--- src/rtl/dispctl_pkg.sv ---
package dispctl_pkg;
  localparam logic [31:0] IX_VER     = 32'd0;
  localparam logic [31:0] IX_EN      = 32'd1;
  localparam logic [31:0] IX_WID     = 32'd2;
  localparam logic [31:0] IX_HGT     = 32'd3;
  localparam logic [31:0] IX_MAXW    = 32'd4;
  localparam logic [31:0] IX_MAXH    = 32'd5;
  localparam logic [31:0] IX_DEPTH   = 32'd6;
  localparam logic [31:0] IX_BPP     = 32'd7;
  localparam logic [31:0] IX_PSEUDO  = 32'd8;
  localparam logic [31:0] IX_RMASK   = 32'd9;
  localparam logic [31:0] IX_GMASK   = 32'd10;
  localparam logic [31:0] IX_BMASK   = 32'd11;
  localparam logic [31:0] IX_PITCH   = 32'd12;
  localparam logic [31:0] IX_FBSIZE  = 32'd16;
  localparam logic [31:0] IX_CAPS    = 32'd17;
  localparam logic [31:0] IX_CFG     = 32'd20;
  localparam logic [31:0] IX_SYNC    = 32'd21;
  localparam logic [31:0] IX_BUSY    = 32'd22;
  localparam logic [31:0] IX_CUR_ID  = 32'd24;
  localparam logic [31:0] IX_CUR_X   = 32'd25;
  localparam logic [31:0] IX_CUR_Y   = 32'd26;
  localparam logic [31:0] IX_CUR_ON  = 32'd27;
  localparam logic [31:0] IX_HOSTBPP = 32'd28;
  localparam logic [31:0] IX_SCRSZ   = 32'd29;
  localparam logic [31:0] IX_MEMREGS = 32'd30;
  localparam logic [31:0] IX_NDISP   = 32'd31;
  localparam logic [31:0] IX_PLOCK   = 32'd32;
  localparam logic [31:0] IX_PAL_LO  = 32'd1024;
  localparam logic [31:0] IX_PAL_HI  = 32'd1791;
  localparam logic [31:0] IX_SCR_BASE = 32'd1792;

  localparam logic [31:0] VER_BASE   = 32'h9000_0000;
  localparam logic [31:0] VER_TOP    = 32'h9000_0002;

  function automatic logic [31:0] red_mask(input int d);
    case (d)
      8:       return 32'h0000_0007;
      15, 16:  return 32'h0000_001F;
      default: return 32'h00FF_0000;
    endcase
  endfunction

  function automatic logic [31:0] green_mask(input int d);
    case (d)
      8:       return 32'h0000_0038;
      15:      return 32'h0000_03E0;
      16:      return 32'h0000_07E0;
      default: return 32'h0000_FF00;
    endcase
  endfunction

  function automatic logic [31:0] blue_mask(input int d);
    case (d)
      8:       return 32'h0000_00C0;
      15:      return 32'h0000_7C00;
      16:      return 32'h0000_F800;
      default: return 32'h0000_00FF;
    endcase
  endfunction
endpackage

--- src/rtl/dispctl_qcheck.sv ---
module dispctl_qcheck #(
  parameter int HDR_BYTES   = 16,
  parameter int QUEUE_BYTES = 65536,
  parameter int MIN_SPAN    = 10240
) (
  input  logic [31:0] lo,
  input  logic [31:0] hi,
  input  logic [31:0] nxt,
  input  logic [31:0] stp,
  output logic        ok
);
  logic aligned, floor_ok, ceil_ok, span_ok;
  always_comb begin
    aligned  = ((lo | hi | nxt | stp) & 32'd3) == 32'd0;
    floor_ok = lo >= 32'(HDR_BYTES);
    ceil_ok  = hi <= 32'(QUEUE_BYTES);
    span_ok  = {1'b0, hi} >= ({1'b0, lo} + 33'(MIN_SPAN));
    ok       = aligned & floor_ok & ceil_ok & span_ok;
  end
endmodule

--- src/rtl/dispctl_scratch.sv ---
module dispctl_scratch #(
  parameter int WORDS = 16,
  parameter int AW    = 4
) (
  input  logic          clk,
  input  logic          we,
  input  logic [AW-1:0] waddr,
  input  logic [31:0]   wdata,
  input  logic [AW-1:0] raddr,
  output logic [31:0]   rdata
);
  logic [31:0] mem [WORDS];
  always_ff @(posedge clk) begin
    if (we) mem[waddr] <= wdata;
    rdata <= mem[raddr];
  end
endmodule

--- src/rtl/dispctl_regport.sv ---
module dispctl_regport
  import dispctl_pkg::*;
#(
  parameter int          COLOR_DEPTH = 32,
  parameter int          SCRATCH_N   = 16,
  parameter int          MAX_W       = 2360,
  parameter int          MAX_H       = 1770,
  parameter int          QUEUE_BYTES = 65536,
  parameter int          MIN_SPAN    = 10240,
  parameter logic [31:0] CAPS        = 32'h0000_0003
) (
  input  logic        clk,
  input  logic        rst,
  input  logic        req_valid,
  output logic        req_ready,
  input  logic        req_write,
  input  logic        req_sel,
  input  logic [31:0] req_wdata,
  output logic        rsp_valid,
  output logic [31:0] rsp_rdata,
  input  logic [31:0] q_lo,
  input  logic [31:0] q_hi,
  input  logic [31:0] q_next,
  input  logic [31:0] q_stop,
  input  logic        sync_done,
  output logic        enable_o,
  output logic        cfg_valid_o,
  output logic        invalidate_o,
  output logic        sync_req_o,
  output logic        cursor_vis_o,
  output logic        cursor_upd_o,
  output logic [31:0] cursor_x_o,
  output logic [31:0] cursor_y_o,
  output logic [31:0] fb_size_o,
  output logic        bad_access_o
);
  localparam int          SCR_AW   = (SCRATCH_N > 1) ? $clog2(SCRATCH_N) : 1;
  localparam int          BYTES_PP = (COLOR_DEPTH + 7) / 8;
  localparam logic [31:0] BPP_RND  = 32'(BYTES_PP * 8);
  localparam logic [31:0] SCR_END  = IX_SCR_BASE + 32'(SCRATCH_N);
  localparam int          HDR_BYTES = 16;

  logic [31:0] idx_q, ver_q, en_q, wid_q, hgt_q, fb_q;
  logic [31:0] cur_id_q, cur_x_q, cur_y_q;
  logic        cfg_q, busy_q, vis_q;
  logic        inval_q, sync_q, cupd_q, bad_q;
  logic        rsp_v_q, rsp_scr_q;
  logic [31:0] rsp_buf_q, scr_rd;

  logic wr_val, rd_val, wr_idx, rd_idx;
  logic in_scr, known, q_ok;
  logic [SCR_AW-1:0] scr_off;
  logic [31:0] rdc, pitch;

  assign wr_val = req_valid &  req_write &  req_sel;
  assign rd_val = req_valid & ~req_write &  req_sel;
  assign wr_idx = req_valid &  req_write & ~req_sel;
  assign rd_idx = req_valid & ~req_write & ~req_sel;

  assign in_scr  = (idx_q >= IX_SCR_BASE) && (idx_q < SCR_END);
  assign scr_off = SCR_AW'(idx_q - IX_SCR_BASE);
  assign pitch   = 32'(BYTES_PP) * wid_q;

  dispctl_qcheck #(
    .HDR_BYTES(HDR_BYTES), .QUEUE_BYTES(QUEUE_BYTES), .MIN_SPAN(MIN_SPAN)
  ) u_qcheck (
    .lo(q_lo), .hi(q_hi), .nxt(q_next), .stp(q_stop), .ok(q_ok)
  );

  dispctl_scratch #(.WORDS(SCRATCH_N), .AW(SCR_AW)) u_scratch (
    .clk(clk), .we(wr_val & in_scr), .waddr(scr_off), .wdata(req_wdata),
    .raddr(scr_off), .rdata(scr_rd)
  );

  // Read decode of the selected index
  always_comb begin
    rdc   = '0;
    known = 1'b1;
    case (idx_q)
      IX_VER:                       rdc = ver_q;
      IX_EN:                        rdc = en_q;
      IX_WID:                       rdc = wid_q;
      IX_HGT:                       rdc = hgt_q;
      IX_MAXW:                      rdc = 32'(MAX_W);
      IX_MAXH:                      rdc = 32'(MAX_H);
      IX_DEPTH:                     rdc = 32'(COLOR_DEPTH);
      IX_BPP, IX_HOSTBPP:           rdc = BPP_RND;
      IX_RMASK:                     rdc = red_mask(COLOR_DEPTH);
      IX_GMASK:                     rdc = green_mask(COLOR_DEPTH);
      IX_BMASK:                     rdc = blue_mask(COLOR_DEPTH);
      IX_PITCH:                     rdc = pitch;
      IX_FBSIZE:                    rdc = fb_q;
      IX_CAPS:                      rdc = CAPS;
      IX_CFG:                       rdc = {31'b0, cfg_q};
      IX_SYNC, IX_BUSY:             rdc = {31'b0, busy_q};
      IX_CUR_ID:                    rdc = cur_id_q;
      IX_CUR_X:                     rdc = cur_x_q;
      IX_CUR_Y:                     rdc = cur_y_q;
      IX_CUR_ON:                    rdc = {31'b0, vis_q};
      IX_SCRSZ:                     rdc = 32'(SCRATCH_N);
      IX_PSEUDO, IX_MEMREGS,
      IX_NDISP, IX_PLOCK:           rdc = '0;
      default: known = in_scr || ((idx_q >= IX_PAL_LO) && (idx_q <= IX_PAL_HI));
    endcase
  end

  always_ff @(posedge clk) begin
    if (rst) begin
      idx_q <= '0;      ver_q <= VER_TOP;   en_q <= '0;
      wid_q <= '0;      hgt_q <= '0;        fb_q <= '0;
      cfg_q <= 1'b0;    busy_q <= 1'b0;     vis_q <= 1'b0;
      cur_id_q <= '0;   cur_x_q <= '0;      cur_y_q <= '0;
      inval_q <= 1'b0;  sync_q <= 1'b0;     cupd_q <= 1'b0;
      bad_q <= 1'b0;    rsp_v_q <= 1'b0;    rsp_scr_q <= 1'b0;
      rsp_buf_q <= '0;
    end else begin
      inval_q   <= 1'b0;
      sync_q    <= 1'b0;
      cupd_q    <= 1'b0;
      rsp_v_q   <= rd_val | rd_idx;
      rsp_scr_q <= rd_val & in_scr;
      rsp_buf_q <= rd_idx ? idx_q : rdc;
      bad_q     <= (rd_val | wr_val) & ~known;
      if (sync_done) busy_q <= 1'b0;
      if (wr_idx) idx_q <= req_wdata;
      if (wr_val) begin
        case (idx_q)
          IX_VER: if (req_wdata >= VER_BASE && req_wdata <= VER_TOP) ver_q <= req_wdata;
          IX_EN: begin
            en_q    <= req_wdata;
            inval_q <= 1'b1;
            if (req_wdata == '0) cfg_q <= 1'b0;
            else fb_q <= pitch * hgt_q;
          end
          IX_WID: begin wid_q <= req_wdata; inval_q <= 1'b1; end
          IX_HGT: begin hgt_q <= req_wdata; inval_q <= 1'b1; end
          IX_DEPTH, IX_BPP: if (req_wdata != 32'(COLOR_DEPTH)) cfg_q <= 1'b0;
          IX_CFG: begin
            if (req_wdata == '0) cfg_q <= 1'b0;
            else if (q_ok)       cfg_q <= 1'b1;
          end
          IX_SYNC: begin busy_q <= 1'b1; sync_q <= 1'b1; end
          IX_CUR_ID: cur_id_q <= req_wdata;
          IX_CUR_X:  cur_x_q  <= req_wdata;
          IX_CUR_Y:  cur_y_q  <= req_wdata;
          IX_CUR_ON: begin
            if (req_wdata == 32'd1) begin vis_q <= 1'b1; cupd_q <= 1'b1; end
            if (req_wdata == 32'd0) begin vis_q <= 1'b0; cupd_q <= 1'b1; end
          end
          default: ;
        endcase
      end
    end
  end

  assign req_ready    = 1'b1;
  assign rsp_valid    = rsp_v_q;
  assign rsp_rdata    = rsp_scr_q ? scr_rd : rsp_buf_q;
  assign enable_o     = |en_q;
  assign cfg_valid_o  = cfg_q;
  assign invalidate_o = inval_q;
  assign sync_req_o   = sync_q;
  assign cursor_vis_o = vis_q;
  assign cursor_upd_o = cupd_q;
  assign cursor_x_o   = cur_x_q;
  assign cursor_y_o   = cur_y_q;
  assign fb_size_o    = fb_q;
  assign bad_access_o = bad_q;
endmodule

--- config.mk ---
export PLATFORM = sky130hd
export DESIGN_NAME = dispctl_regport
export DESIGN_NICKNAME = d
export VERILOG_FILES = /design/src/rtl/dispctl_pkg.sv /design/src/rtl/dispctl_qcheck.sv /design/src/rtl/dispctl_scratch.sv /design/src/rtl/dispctl_regport.sv
export SDC_FILE = /design/constraint.sdc
export NUM_CORES = 2
export LEC_CHECK = 0
export CAP_MARGIN = 10
export CORE_MARGIN = 2
export CORE_UTILIZATION = 45
export DETAILED_ROUTE_END_ITERATION = 12
export GPL_ROUTABILITY_DRIVEN = 0
export PLACE_DENSITY = 0.65
export SLEW_MARGIN = 40
export SYNTH_ARGS = -nofsm -noshare
export SYNTH_HDL_FRONTEND = slang
export SYNTH_SLANG_ARGS = --single-unit
export TNS_END_PERCENT = 30
--- constraint.sdc ---
create_clock -name clk -period 9.8 [get_ports clk]
set_clock_uncertainty 0.1 [all_clocks]
set_input_delay 1.47 -clock clk [delete_from_list [all_inputs] [get_ports clk]]
set_output_delay 1.47 -clock clk [all_outputs]
set_load 0.01 [all_outputs]
# Word level (Yosys, flattened, before mapping)
# Memories as Yosys holds them, arrays and structs flattened. A register that Yosys moved wholly into a read port is not among the register bits.
# Index checks and enable logic that the tools add are counted.
# word_totals
mem_bits_rw	512
reg_bits	327
mem_count	1
word_cells	133
output_inout_bits	137
in_bits	166
# mem_list
name	depth	word_bits	read_ports	rd_clocked_by_memory_dff	wr	line_no	source
u_scratch.mem	16	32	1	1	1	dispctl_scratch.sv:12	logic [31:0] mem [WORDS];
# classes
n_eq_ne	31
muxes	20
n_reduce_logical	27
add_sub_neg	2
multipliers	1
magnitude_cmp	9
n_bitwise	23
# ops
op	n
$pmux 32 s20	1
$eq 32x5->1 const B	13
$eq 32x4->1 const B	5
$eq 32x3->1 const B	4
$logic_not 32->1	3
$eq 32x1->1 const B	2
$eq 32x2->1 const B	2
$ge 32x11->1 const B	2
$mux 32	2
$add 32x14->33 const B	1
$ge 32x33->1	1
$eq 32x6->1 const B	1
$ge 32x32->1 const B	1
$ge 32x5->1 const B	1
$le 32x11->1 const B	1
$le 32x17->1 const B	1
$le 32x32->1 const B	1
$lt 32x11->1 const B	1
$mul 30x32->30	1
$ne 32x6->1 const B	1
$reduce_or 32->1	1
$reduce_or 27->1	1
$mux 1	16
$and 1x1->1	12
other kinds (16)	38

# Longest topological paths before layout
# depth
depth_word	10
depth_mapped	30
mapped_depth_nobuf	28

# Cells and area by module
# A second synthesis with hierarchy kept.
# hier_totals
hier_cells	4387
area_unflattened_um2	49162.2
# by_module_without_submodules
mod	instances	cells_each	area_each_um2
dispctl_regport	1	3375	28033.1
dispctl_scratch	1	838	19835.3
dispctl_qcheck	1	174	1293.7

# Worst setup path after synthesis
# No wires, ideal clock.
# synth_path
kind	register -> register
from	register wid_q[4]
to	register fb_q[30] (netlist: fb_size_o[30])
path_buffers	2
arrival_ns	6.962
slack_ns	2.620
path_stages_with_launch	26
cell_sequence	dfxtp_1 > clkbuf_1 > clkbuf_1 > and2_1 > fa_1 > fa_1 > fa_1 > inv_1 > fa_1 > inv_1 > fa_1 > fa_1 > fa_1 > inv_1 > fa_1 > inv_1 > ha_1 > a21o_1 > a21o_1 > a21oi_1 > o31ai_2 > a221oi_2 > o2111ai_2 > o31ai_1 > xor2_1 > o21ai_1
# synth_via
elab_chain_cells	1
# synth_lines
element	line_no	source
start: declaration	dispctl_regport.sv:43	logic [31:0] idx_q, ver_q, en_q, wid_q, hgt_q, fb_q;
start signal: assignment	dispctl_regport.sv:110	wid_q <= '0; hgt_q <= '0; fb_q <= '0;
start signal: assignment	dispctl_regport.sv:135	IX_WID: begin wid_q <= req_wdata; inval_q <= 1'b1; end
$mul 30x32->30	dispctl_regport.sv:133	else fb_q <= pitch * hgt_q;
end signal: assignment	dispctl_regport.sv:133	
end: declaration	dispctl_regport.sv:43	
# No other way between the ends.
# A chain may end at the register's enable or synchronous reset.

# Final worst setup path
# layout_path
from	register hgt_q[13]
to	register fb_q[31] (netlist: fb_size_o[31])
# layout_via
elab_chain_cells	1
# layout_lines
element	line_no	source
start: declaration	dispctl_regport.sv:43	
start signal: assignment	dispctl_regport.sv:110	
start signal: assignment	dispctl_regport.sv:136	IX_HGT: begin hgt_q <= req_wdata; inval_q <= 1'b1; end
$mul 30x32->30	dispctl_regport.sv:133	
# No other way between the ends.

==> metrics.md <==
| Metric | Value |
|---|---|
| Sw power | 0.00173 W |
| Vias per inst | 5.78 |
| Reg power frac | 50.2% |
| NumNets Final | 5077 |
| Crit Path Category | reg2reg |
| Number of synthesized flops with an enable pin | 512 |
| CTS tree | yes |
| Final setup vio count | 0 |
| Pwr dens | 139 nW/um2 |
| Initial Utilization | 45.5% |
| DRC Markers | 0 |
| Die footprint | 111000 um2 |
| Final Hold Viols | 0 |
| Die height | 334 um |
| Row count | 120 |
| Slew Viols, Final | 0 |
| Power Internal | 0.00603 W |
| # Post-CTS Setup Buffers | 0 |
| Hold Crit Endpoint | ver_q[28] |
| Vias in the first global route | 34000 |
| Global-route wire length before repair | 218000 um |
| Number of flip-flops under the largest register name | 512 |
| Comb pwr share | 4.6% |
| Clk slew on worst S/H paths | 80 ps |
| CTS sink count | 871 |
| Register area share after synthesis | 46.1% |
| Highest clock rate | 122 MHz |
| Maximum vdd ir drop | 0.167 mV |
| Die Wd | 334 um |
| Hold Crit Depth | 1 |
| GRT Overall Usage | 26.0% |
| # resized after CTS | 0 |
| GRT overflow | 0 |
| Slew HR | 40.9% |
| Synth unique cells | 72 |
| Post-synthesis register bit count | 871 |
| RSZ-0062 raised after global routing | no |
| Drt initial violations | 4041 |
| Hold_sp | ver_q[28] |
| Final ANT Viol Nets | 0 |
| Clock Tree Buf Depth | 3 |
| Critical Path Fanout Max | 19 |
| Launching point of the worst reg2reg path | hgt_q[13] |
| Root buf cell | clkbuf_16 |
| Leakage | 20.5 nW |
| Setup crit end kind | flop |
| Ys async rst share | 0% |
| Post-CTS Hold Fix Bufs | 0 |
| Antenna violations before repair | 7 |
| Synth area leaders | edfxtp_1 31%, dfxtp_1 15%, fa_1 14%, mux4_2 7.4%, nand2_1 5.6% |
| Outcome | complete, no violations |
| Clock latency on the worst-skew pair | 680 ps |
| Routed len/inst | 24.5 um |
| Capturing point of the worst reg2reg path | fb_size_o[31] |
| Max Cap Violations | 0 |
| Reg with most FFs | u_scratch.mem |
| Yosys top cell by area | edfxtp_1 |
| Arr. time, crit path | 8730 ps |
| Switching Fraction | 22.3% |
| DR vias | 34000 |
| CTS Buf Count | 89 |
| Clock share of power | 45.2% |
| Worst hold path type | reg2reg |
| Layout cells sized above 1 | 11.2% |
| Worst-Margin Slew | 885 ps |
| Syn-to-layout area delta | 14.5% |
| Most used DFF post-synth | edfxtp_1 |
| Critical path launch point type | flop |
| Critical Path RT | 10310 ps |
| H-Tree Depth | 3 |
| Worst Reg-to-Reg Cells | 26 |
| Io pins | 303 |
| Largest net degree at the start of global routing | 125 |
| Final Cycle Share | 83.9% |
| Syn Inst Count | 4273 |
| Synth Cell Area | 48900 um2 |
| Core area | 108000 um2 |
| Worst hold slack | 343 ps |
| Drt pass-1 iters | 9 |
| Routed WL | 144000 um |
| Fin Setup TNS | 0 ps |
| Synth warn | 0 |
| Syn avg cell area | 11.4 um2 |
| Filler cells | 9227 |
| Final HPWL DP | 96900 um |
| Internal reg-to-reg setup slack | 1580 ps |
| Fin crit period | 8220 ps |
| Port Buffers | 239 |
| Synth top area share | 31.4% |
[per-layer routing]
metal	wire length (um)	share of wire, %	GRT usage (%)	vias up
met5	35	0.024	0	-
met4	5050	3.5	8.64	6
met3	13400	9.2	4.69	288
met2	66900	46	41.2	1678
met1	59100	41	36.2	17200
li1	-	-	-	14800
[kinds of logic (layout without fill, tap and decap cells)]
| logic type | count (synthesis) | count (layout) | share of synthesized area (%) |
|---|---|---|---|
| xor gates and xnor gates | 99 | 99 | 1.77 |
| buffers and inverters | 726 | 937 | 5.78 |
| muxes | 195 | 195 | 8.16 |
| and+or+nand+nor | 1333 | 1333 | 12.9 |
| other | 2 | 5 | 0.0154 |
| DFF | 871 | 871 | 46.1 |
| AOI/OAI and AO/OA | 544 | 544 | 6.96 |
| adders and majority gates | 503 | 503 | 18.3 |
[layout by cell type (no fill, tap or decap), types with 8 or more instances in the layout]
cell type and count:
nor4_1 38, o21ai_0 28, a21oi_1 312, a222oi_1 48, and3_1 9, ha_1 150
fa_1 353, inv_1 422, clkbuf_16 90, clkinv_2 17, buf_4 100, xor2_1 30
edfxtp_1 512, nor3_1 17, and2_1 303, xnor2_1 69, nand2_1 731, clkdlybuf4s50_1 237
nand3_1 27, dfxtp_1 351, nor2_4 10, clkbuf_1 21, nand4_1 48, nand2b_1 10
nor2_1 79, nor2b_1 8, nor3_2 10, a221oi_1 9, bufinv_16 10, mux4_2 160
a21o_1 15, a22oi_1 80, mux2_2 32
[area by class of cell]
type	count	area [um2]	area share, %
multi-input cells	2677	23700	42.4
flip-flops and latches	871	22600	40.3
repair buffers	348	3300	5.90
clock buffers	115	2390	4.26
well taps	1403	1760	3.13
inverters	421	1580	2.82
clock inverters	53	654	1.17
diodes	2	5.00	0.00894
[metrics by stage]
stage,cell area [um2],setup WS (ps),util (%),power (W),cells
finish,56000,1580,52.1,0.00776,5890
global route,56000,1110,52.1,0.00797,5889
CTS,56000,1480,52.1,0.00780,5888
detailed placement,53000,1500,49.3,0.00432,5720
global placement,52800,1450,49.2,0.00432,5717
floorplan,48900,2620,-,0.00416,4274
[worst max path at each step]
stage / start / end / slack [ps] / cells past startpoint
3_3_place_gp: hgt_q[12] / fb_size_o[31] / 1450 / 26
4_1_cts: hgt_q[13] / fb_size_o[31] / 1480 / 26
2_1_floorplan: wid_q[4] / fb_size_o[30] / 2620 / 25
3_5_place_dp: hgt_q[13] / fb_size_o[31] / 1500 / 26
6_report: hgt_q[13] / fb_size_o[31] / 1580 / 26
5_1_grt: wid_q[6] / fb_size_o[31] / 1110 / 28
[cell usage after synthesis (80+ instances only)]
library cell and n:
a22oi_1 80, clkbuf_1 214, nor2_1 90, dfxtp_1 359, fa_1 353, inv_1 421
nand2_1 732, a21oi_1 312, edfxtp_1 512, mux4_2 160, ha_1 150, and2_1 304
[worst max-delay path: stages (launching register included)]
cell and delay [ps]:
dfxtp_1 900, and2_1 250, fa_1 430, fa_1 500, fa_1 530, inv_1 70
fa_1 530, inv_1 60, fa_1 510, inv_1 50, fa_1 470, inv_1 60
fa_1 540, inv_1 60, fa_1 520, inv_1 40, ha_1 360, a21oi_1 140
o21ai_0 110, o21ai_0 340, nand2_1 90, o21a_1 260, a2111oi_0 470, o21bai_1 240
xnor2_1 290, nand2_1 90, a21oi_1 140
[power by group through the flow]
stage               logic [W]  registers [W]  clock network [W]
floorplan            0.000193        0.00397                  0
global placement     0.000345        0.00397                  0
detailed placement   0.000350        0.00397                  0
CTS                  0.000352        0.00389            0.00355
global route         0.000380        0.00389            0.00369
finish               0.000355        0.00389            0.00351
Note: power is estimated with default switching activity, not from simulation.
